===== src/rtl/nextpc_seq.sv =====
module nextpc_seq #(
  parameter logic [31:0] RESET_VEC = 32'h0000_1000,
  parameter logic [4:0]  RET_REG   = 5'd31,
  parameter logic [4:0]  CALL_REG  = 5'd15
) (
  input  logic        clk,
  input  logic        rst_n,
  input  logic [1:0]  mode_i,
  input  logic [31:0] instr_i,
  input  logic        taken_i,
  input  logic [31:0] reg_tgt_i,
  input  logic        stall_i,
  output logic [31:0] pc_o,
  output logic [31:0] next_pc_o,
  output logic        squash_o,
  output logic        link_we_o,
  output logic [4:0]  link_rd_o,
  output logic [31:0] link_val_o
);

  logic [31:0] pc_q, tgt_q, tgt;
  logic        pend_q, kill_q;

  wire [31:0] seq = pc_q + 32'd4;
  wire [5:0]  opc = instr_i[31:26];
  wire [5:0]  fn  = instr_i[5:0];
  wire [1:0]  op  = instr_i[31:30];
  wire [3:0]  cnd = instr_i[28:25];

  wire m_rgn = (mode_i == 2'd0);
  wire m_dsp = (mode_i == 2'd1);
  wire m_win = (mode_i == 2'd2);
  wire lg    = m_rgn | m_dsp;

  wire j_dir  = lg && (opc == 6'h02 || opc == 6'h03);
  wire j_br   = lg && (opc == 6'h04);
  wire j_reg  = lg && (opc == 6'h00) && (fn == 6'h08 || fn == 6'h09);
  wire w_call = m_win && (op == 2'b01);
  wire w_br   = m_win && (op == 2'b00) && (instr_i[24:22] == 3'b010);
  wire w_jmpl = m_win && (op == 2'b10) && (instr_i[24:19] == 6'h38);

  wire br_go = w_br ? ((cnd == 4'b1000) ? 1'b1 : (cnd == 4'b0000) ? 1'b0 : taken_i) : taken_i;
  wire w_ann = w_br && instr_i[29] && (cnd == 4'b1000 || !br_go);

  always_comb begin
    if (j_reg || w_jmpl)
      tgt = reg_tgt_i;
    else if (j_br)
      tgt = seq + {{14{instr_i[15]}}, instr_i[15:0], 2'b00};
    else if (j_dir)
      tgt = m_rgn ? {pc_q[31:28], instr_i[25:0], 2'b00}
                  : pc_q + {4'b0000, instr_i[25:0], 2'b00};
    else if (w_call)
      tgt = pc_q + {instr_i[29:0], 2'b00};
    else
      tgt = pc_q + {{8{instr_i[21]}}, instr_i[21:0], 2'b00};
  end

  wire live     = !pend_q && !kill_q;
  wire redir    = live && (j_dir || j_reg || w_call || w_jmpl || ((j_br || w_br) && br_go));
  wire dly      = !m_dsp;
  wire set_pend = redir && dly;
  wire set_kill = live && w_ann;

  wire lk_jal  = j_dir && (opc == 6'h03);
  wire lk_jalr = j_reg && (fn == 6'h09);

  assign pc_o       = pc_q;
  assign squash_o   = kill_q;
  assign next_pc_o  = pend_q ? tgt_q : (redir && !dly) ? tgt : seq;
  assign link_we_o  = live && !stall_i && (lk_jal || lk_jalr || w_call || w_jmpl);
  assign link_val_o = pc_q + (m_dsp ? 32'd4 : 32'd8);
  assign link_rd_o  = lk_jal  ? RET_REG :
                      lk_jalr ? instr_i[15:11] :
                      w_call  ? CALL_REG : instr_i[29:25];

  always_ff @(posedge clk) begin
    if (!rst_n) begin
      pc_q   <= RESET_VEC;
      tgt_q  <= '0;
      pend_q <= 1'b0;
      kill_q <= 1'b0;
    end else if (!stall_i) begin
      pc_q   <= next_pc_o;
      pend_q <= set_pend;
      kill_q <= set_kill;
      if (set_pend) tgt_q <= tgt;
    end
  end


  pc_hold_chk: assert property (@(posedge clk) disable iff (!rst_n)
    stall_i |=> ($stable(pc_o) && $stable(squash_o)));


  pend_apply_chk: assert property (@(posedge clk) disable iff (!rst_n)
    (pend_q && !stall_i) |=> (pc_o == $past(tgt_q)));


  nodelay_chk: assert property (@(posedge clk) disable iff (!rst_n)
    (m_dsp && live && !stall_i) |=> !pend_q);


  squash_nolink_chk: assert property (@(posedge clk) disable iff (!rst_n)
    squash_o |-> !link_we_o);


  seq_mode_chk: assert property (@(posedge clk) disable iff (!rst_n)
    (mode_i == 2'd3 && live && !stall_i) |=> (pc_o == $past(pc_o) + 32'd4));

endmodule


===== config.mk =====
export PLATFORM = sky130hd
export DESIGN_NAME = nextpc_seq
export DESIGN_NICKNAME = d
export VERILOG_FILES = /design/src/rtl/nextpc_seq.sv
export SDC_FILE = /design/constraint.sdc
export NUM_CORES = 1
export LEC_CHECK = 0
export ABC_AREA = 1
export BUFFER_PORTS_ARGS = -buffer_cell sky130_fd_sc_hd__buf_2
export CELL_PAD_IN_SITES_DETAIL_PLACEMENT = 0
export CELL_PAD_IN_SITES_GLOBAL_PLACEMENT = 1
export CORE_UTILIZATION = 30
export DETAILED_ROUTE_END_ITERATION = 6
export PLACE_DENSITY = 0.7
export SLEW_MARGIN = 30
export SYNTH_ARGS = -nofsm -noshare
export SYNTH_HDL_FRONTEND = slang
export SYNTH_SLANG_ARGS = --single-unit

===== constraint.sdc =====
create_clock -name clk -period 3 [get_ports clk]
set_input_delay 0.3 -clock clk [delete_from_list [all_inputs] [get_ports clk]]
set_output_delay 0.3 -clock clk [all_outputs]
set_load 0.01 [all_outputs]

# Word-level counts from Yosys, hierarchy flattened

Cells that the tools add are included.

Word-level logic and storage cells: 81
Output and inout bits: 103
Register bits: 66
Bits of input ports: 70

Add/subtract/negate cells: 6
Muxes and demuxes: 14
Equality and inequality tests: 12
Bitwise operators: 2
Reduce and logical (&&, ||, !) cells: 43

Operators by type and width:

| cell                                                            | count |
|---|---|
| 32-bit two-way mux                                              | 7 |
| 32-bit adder                                                    | 3 |
| 32-bit by 28-bit adder with 32-bit output                       | 1 |
| 32-bit by 3-bit adder with 32-bit output, second input constant | 1 |
| 32-bit by 4-bit adder with 32-bit output                        | 1 |
| 1-bit logical AND                                               | 21 |
| 5-bit two-way mux                                               | 3 |
| 6-bit by 2-bit == test with 1-bit output, second input constant | 2 |
| 6-bit by 4-bit == test with 1-bit output, second input constant | 2 |
| 1-bit logical OR                                                | 12 |
| 6-bit by 3-bit == test with 1-bit output, second input constant | 1 |
| 6-bit == test, second input constant                            | 1 |
| 6-bit logical NOT                                               | 1 |
| 1-bit logical NOT                                               | 5 |
| 2-bit by 1-bit == test with 1-bit output, second input constant | 2 |
| 2-bit == test, second input constant                            | 2 |
| 4-bit == test, second input constant                            | 1 |
| 2-bit logical NOT                                               | 2 |
| 4-bit logical NOT                                               | 1 |
| 4-bit two-way mux                                               | 1 |
| 3-bit by 2-bit == test with 1-bit output, second input constant | 1 |
| 1-bit two-way mux                                               | 3 |
| 2-bit AND reduction                                             | 1 |
| 1-bit inverter                                                  | 1 |
| 1-bit OR                                                        | 1 |

# Depth between registers and ports, before layout

Gate-level depths: netlist of the first run.

Depth in word-level cells: 12
Mapped depth: 28
Mapped depth without buffers: 28

# Worst setup path after synthesis of the first run

OpenSTA, ideal clock, no wires.

Path kind: register -> output
Start point: reg pc_q[3], in the netlist pc_o[3]
End point: out next_pc_o[27]
Data arrival time: 3007 ps
Cell stages (with the launch flop): 21
Data required time: 2700 ps
Path slack: -307 ps
Path through: dfxtp_1 > ha_1 > nand2_1 > nor2_2 > inv_2 > nor2_4 > inv_2 > nor2_4 > nand2_1 > xor2_1 > ha_1 > nand2_1 > o21ai_0 > a21oi_1 > or2_2 > nand3_1 > nand2_1 > nand3_1 > nand3_1 > nand3_1 > nand2_1

Longest elaborated chain between the ends: 7
Elaborated cells between the ends (all ways): 12
Classes of those cells: add/sub: 5; mux: 7

RTL lines:

| item                                                                             | line | text |
|---|---|---|
| from (decl)                                                                      | 21   | `logic [31:0] pc_q, tgt_q, tgt;` |
| from (signal assigned)                                                           | 84   | `pc_q <= next_pc_o;` |
| branches (longest 5 deep; another with 32-bit by 3-bit adder with 32-bit output) | -    |  |
| 32-bit two-way mux (*) (2 in a row)                                              | 70   | `assign next_pc_o = pend_q ? tgt_q : (redir && !dly) ? tgt : seq;` |
| to (decl)                                                                        | 14   | `output logic [31:0] next_pc_o,` |

Mark *: on every way between the ends.

# Worst setup path in the final report of the first run

Start point: reg pc_q[12], in the netlist pc_o[12]
End point: out next_pc_o[21]

The elaborated chain is that of the path after synthesis.

==> impl_metrics.tcl, run 1 <==
set metrics [dict create \
    status "complete, but fails checks" \
    failed_checks "negative setup slack" \
    holdBufCountCts 0 \
    wl_per_cell_microns 20.2 \
    synth.avg_cell_area_sq_um 5.58 \
    setup_tns_ps -31140 \
    critPathTopFamily "simple AND/OR/NAND/NOR gates" \
    pre_cts_slack_ps -810 \
    p_sw_share_pct 43.4 \
    drt_iter0_markers 1127 \
    cp.required_ps 2700 \
    final_util_pct 55.9 \
    critPathArrivalTime_ps 3570 \
    vias 15000 \
    place_area_sq_mm 0.0147 \
    pwr-share-comb_pct 61.5 \
    peakVddDrop_v 0.000290 \
    via_per_inst 5.08 \
    cap_violations 0 \
    synth-seq-area-share_pct 13.0 \
    stdcell_count 2956 \
    slew-limit-headroom_pct 59.5 \
    syn_to_final_growth_pct 83.3 \
    gr-usage-all-layers_pct 33.3 \
    pin_count 173 \
    clockRootBuffer "clkbuf_16" \
    slowest_stage "dfxtp_2" \
    antenna_left 0 \
    place_hpwl_mm 47.6 \
    die-area_sq_mm 0.0347 \
    numCtsBuffers 9 \
    syn_inst 1827 \
    whs_ps 233 \
    final_hold_viol_count 0 \
    cp_max_fo 4 \
    yosysWarnings 0 \
    ys_async_sr_fraction_pct 0 \
    netlist_area_sq_mm 0.0102 \
    period_share_pct 129 \
    finalSetupViolCount 90 \
    slowest_delay_ps 390 \
    endpoint_kind "primary output" \
    intPower_mw 3.07 \
    synth_nets 1971 \
    grt_pass1_vias 14700 \
    grt_pass1_wl_mm 86.8 \
    synth-edff-count 0 \
    cts_sinks 66 \
    die_y_microns 186 \
    clockBufferDepth 2 \
    coreArea_sq_mm 0.0334 \
    clkPwrFrac_pct 20.9 \
    drc 0 \
    power_density_mw_per_mm2 291 \
    drt_pre_antenna_iters 5 \
    hold_path.class "input port to flop" \
    nNetsFinal 2647 \
    port_buffers 172 \
    synth-seq-cells 66 \
    drive_above_1_share_pct 47.6 \
    final_cell_mix "477 x buf_4, 429 x nand2_1, 222 x inv_1" \
    p_seq_share_pct 17.6 \
    drv_slew 0 \
    wl_mm 59.9 \
    worstSkewPairLatency_ps 370 \
    timing.final.ws_setup_ps -871 \
    worstSetupPathType "flop to primary output" \
    yosys_most_used_dff "dfxtp_1" \
    antenna_found_initial 0 \
    htreeDepth 3 \
    start_kind "flop" \
    ys_types 50 \
    clkTransAtPathRegs_ps 60 \
    final_area_sq_mm 0.0187 \
    fp.dieW_microns 186 \
    initial_core_util_pct 30.5 \
    globalplace.congestion 1.02 \
    fmaxAchievable_mhz 258 \
    antenna_cells 0 \
    p_switching_mw 2.36 \
    rsz0062_at_grt "yes" \
    period_needed_ps 3870 \
    path_cells "nand2_1 > nor2_1 > inv_1 > nor2_4 > buf_6 > xor2_4 > inv_2 > ha_4 > buf_12 > nand2_8 > nor2_4 > inv_4 > nor2_4 > nand4_1 > nand3_2 > or2_4 > nand3_2 > nand3_2 > o211ai_1 > nand2_1 > buf_2" \
    grt_start_max_net_pins 63 \
    worst_pin_slew_ps 607 \
    rows 67 \
    overflow 0 \
    dp_cells 2820 \
    cts_tree "built" \
    critPathBufInv 6 \
    final_common_cell "buf_4" \
    fin_total_pwr_mw 5.43 \
    p_leak_nw 9.69 \
    skew_ps 9.77 \
]
sequential cells by signal (all words and copies together) (netlist names):
| register | flops |
|---|---|
| squash_o | 1 |
| tgt_q | 32 |
| pend_q | 1 |
| pc_o | 32 |
cell type report:
cell class | instances | area, sq um
well taps | 448 | 561
clock inverters | 7 | 68.8
inverters | 262 | 1010
clock buffers | 9 | 225
flip-flops and latches | 66 | 1340
multi-input cells | 1446 | 10100
repair buffers | 718 | 5370
fillers | 3261 | 14800
logic make-up (layout without fill, tap and decap cells):
family | count (synthesis) | count (layout) | share of synthesized area, %
compound gates | 336 | 336 | 18.3
xor+xnor | 77 | 77 | 6.62
fa+ha+maj | 74 | 74 | 9.31
buf+inv | 315 | 996 | 12.4
flops | 66 | 66 | 13.0
simple gates | 959 | 959 | 40.4
power groups by stage:
stage	clock network [mW]	logic, mW	registers (mW)
floorplan	0	1.13	0.997
detailed placement	0	2.52	0.971
global placement	0	2.52	0.970
global route	1.18	3.57	0.961
finish	1.13	3.34	0.956
CTS	1.14	2.96	0.953
tightest hold or removal path, delay by kind of cell:
kind / cells / cell delay, ps
AO/OA/AOI/OAI: 2 / 170
buffers and inverters: 1 / 90
Yosys cell counts (2+ instances only):
cell type  count  area [sq um]
nand3_2        2          20.0
nand4_1       25           156
buf_2         21           105
nor3_2         2          20.0
nor3_1        28           140
nor2_1       155           582
o211ai_1      15           113
or2_2         20           125
buf_1          3          11.3
nand2_1      524          1970
xor2_1        70           613
o221ai_1       2          17.5
nor4_2         2          25.0
a21o_1         3          22.5
fa_1           3          60.1
a21oi_2        2          17.5
o21a_1         5          37.5
ha_1          71           888
o21bai_1      16           120
xnor2_1        7          61.3
nand3b_1       3          22.5
nand3_1      173           866
and2_1         3          18.8
a21oi_1      150           751
o21ai_1       19          95.1
buf_4          4          30.0
buf_6          5          56.3
a211oi_1       3          22.5
dfxtp_1       66          1320
inv_2         11          41.3
o211ai_2       3          37.5
nor2_4         3          33.8
o21ai_0      112           561
inv_1        249           935
nor3_4         2          32.5
o21ai_2        3          26.3
nand2_2        4          25.0
clkbuf_1      19          71.3
nor4_1         3          18.8
nor2_2         6          37.5
repair_timing:
item,4_1_cts,5_1_grt
endpoints found under the setup margin,90,96
setup buffers,80,62
gates cloned,0,0
endpoints found under the hold margin,0,0
pin swaps,100,135
resized for setup,343,288
routing by layer:
layer  global-route usage [%]  part of all wire, %  wire length, microns  vias to the layer above
li1                         -                    -                     -                     7263
met1                     42.9                   43                 25900                     7179
met2                     55.9                   47                 28000                      472
met3                     4.85                  6.0                  3610                      109
met4                     12.3                  3.9                  2310                        0
met5                        0                    0                     0                        -
path summary, 6_finish.rpt:
check	from	to	slack, ps	cells after the start
worst max-delay path	pc_o[12]	next_pc_o[21]	-870	21
worst max register to register	pc_o[12]	pc_o[25]	-780	28
worst min-delay path	reg_tgt_i[13]	tgt_q[13]	230	3
worst min register to register	tgt_q[1]	tgt_q[1]	500	2
Note: power is estimated with default switching activity, not from simulation.
==> inputs of run 2 (changes only) <==
--- a/config.mk
+++ b/config.mk
@@ -9,9 +9,11 @@
 export BUFFER_PORTS_ARGS = -buffer_cell sky130_fd_sc_hd__buf_2
 export CELL_PAD_IN_SITES_DETAIL_PLACEMENT = 0
 export CELL_PAD_IN_SITES_GLOBAL_PLACEMENT = 1
+export CORE_MARGIN = 5
 export CORE_UTILIZATION = 30
 export DETAILED_ROUTE_END_ITERATION = 6
 export PLACE_DENSITY = 0.7
+export SKIP_CTS_REPAIR_TIMING = 1
 export SLEW_MARGIN = 30
 export SYNTH_ARGS = -nofsm -noshare
 export SYNTH_HDL_FRONTEND = slang
==> run 2 against run 1 <==
The run still ends with negative setup slack left. Clock power increased by 18%. Final cell count decreased by 2.0%. Hold slack gained 6.4 ps. Utilization fell by 2.7 points. Global-route usage shrank 4.3 points. Critical path depth rose by 3. Clock-buffer cell count unchanged. Critical endpoint is now next_pc_o[26]. Largest cell class unchanged.
==> impl_metrics.tcl, run 2 (synthesis gave the netlist of run 1 again) <==
set metrics [dict create \
    htreeDepth 3 \
    critPathTopFamily "simple AND/OR/NAND/NOR gates" \
    wl_per_cell_microns 20.5 \
    worst_pin_slew_ps 1000 \
    grt_start_max_net_pins 41 \
    critPathBufInv 7 \
    rsz0062_at_grt "yes" \
    drive_above_1_share_pct 44.7 \
    globalplace.congestion 0.998 \
    fmaxAchievable_mhz 257 \
    start_kind "flop" \
    period_needed_ps 3890 \
    worstSkewPairLatency_ps 370 \
    slowest_stage "dfxtp_4" \
    coreArea_sq_mm 0.0335 \
    place_hpwl_mm 48.7 \
    failed_checks "negative setup slack" \
    setup_tns_ps -26240 \
    cp.required_ps 2700 \
    die_y_microns 194 \
    antenna_left 0 \
    pre_cts_slack_ps -863 \
    p_leak_nw 9.28 \
    critPathArrivalTime_ps 3590 \
    cts_sinks 66 \
    wl_mm 59.6 \
    clkTransAtPathRegs_ps 70 \
    cts_tree "built" \
    grt_pass1_wl_mm 83.7 \
    initial_core_util_pct 30.4 \
    period_share_pct 130 \
    port_buffers 172 \
    hold_path.class "input port to flop" \
    final_common_cell "nand2_1" \
    die-area_sq_mm 0.0378 \
    skew_ps 11.2 \
    finalSetupViolCount 67 \
    gr-usage-all-layers_pct 29.0 \
    drc 0 \
    worstSetupPathType "flop to primary output" \
    final_cell_mix "449 x nand2_1, 438 x buf_4, 229 x inv_1" \
    vias 14700 \
    drt_iter0_markers 1213 \
    path_cells "ha_4 > nand2_4 > nor2_4 > inv_2 > nor2_4 > inv_4 > nor2_4 > buf_6 > nand2_4 > xor2_4 > ha_4 > nand4_1 > buf_4 > buf_6 > nor3_4 > buf_6 > nand3_4 > nand3_2 > nand2_2 > nand3_2 > nand3_2 > nand3_2 > nand2_2 > buf_6" \
    drt_pre_antenna_iters 5 \
    power_density_mw_per_mm2 302 \
    syn_to_final_growth_pct 74.9 \
    drv_slew 0 \
    antenna_cells 0 \
    clockBufferDepth 2 \
    antenna_found_initial 0 \
    endpoint_kind "primary output" \
    status "complete, but fails checks" \
    cp_max_fo 5 \
    fillers 3495 \
    slowest_delay_ps 380 \
    via_per_inst 5.07 \
    timing.final.ws_setup_ps -886 \
    pin_count 173 \
    nNetsFinal 2589 \
    numCtsBuffers 9 \
    final_hold_viol_count 0 \
    fp.dieW_microns 194 \
    cap_violations 0 \
    grt_pass1_vias 13900 \
    overflow 0 \
    clockRootBuffer "clkbuf_16" \
    slew-limit-headroom_pct 33.0 \
    rows 67 \
    peakVddDrop_v 0.000299 \
]
-- run 2: final timing paths --
check	slack [ps]	endpoint	cells after the start	from
max	-890	next_pc_o[26]	24	pc_o[3]
min	240	tgt_q[4]	3	reg_tgt_i[4]
max reg2reg	-490	pc_o[25]	27	pc_o[3]
min reg2reg	500	tgt_q[0]	2	tgt_q[0]
-- run 2: layer usage --
layer	vias to the layer above	global-route usage [%]	part of all wire, %
met1	7001	39.5	44
met2	484	48.6	47
met4	0	9.14	3.3
met3	81	2.68	5.7
met5	-	0	0
li1	7137	-	-
-- run 2: through the flow --
stage,total power [mW],utilization [%],std cells,instance area (sq um),hold WS [ps]
after floorplan,2.13,-,1827,10300,463
after global placement,3.48,44.2,2835,14800,481
after detailed placement,3.47,44.2,2835,14800,489
after CTS,4.81,45.2,2851,15200,232
after global routing,5.65,53.2,2898,17800,257
final,5.38,53.2,2898,17800,240
-- run 2: layout make-up --
type	instances	area, sq um	area share [%]
clock inverter	7	125	0.702
timing repair buffer	660	4840	27.2
clock buffer	9	225	1.26
tap	448	561	3.14
sequential	66	1350	7.55
inverter	262	1000	5.61
multi-input combinational	1446	9730	54.6
-- run 2: worst min-delay path, delay by kind of cell --
family | cells | cell delay [ps]
compound gates | 2 | 180
buf+inv | 1 | 90
-- run 2: where the power goes --
group | switching, mW | leakage [nW] | internal [mW]
clock | 0.508 | 0.170 | 0.821
sequential | 0.0369 | 0.545 | 0.920
combinational | 1.75 | 8.56 | 1.35
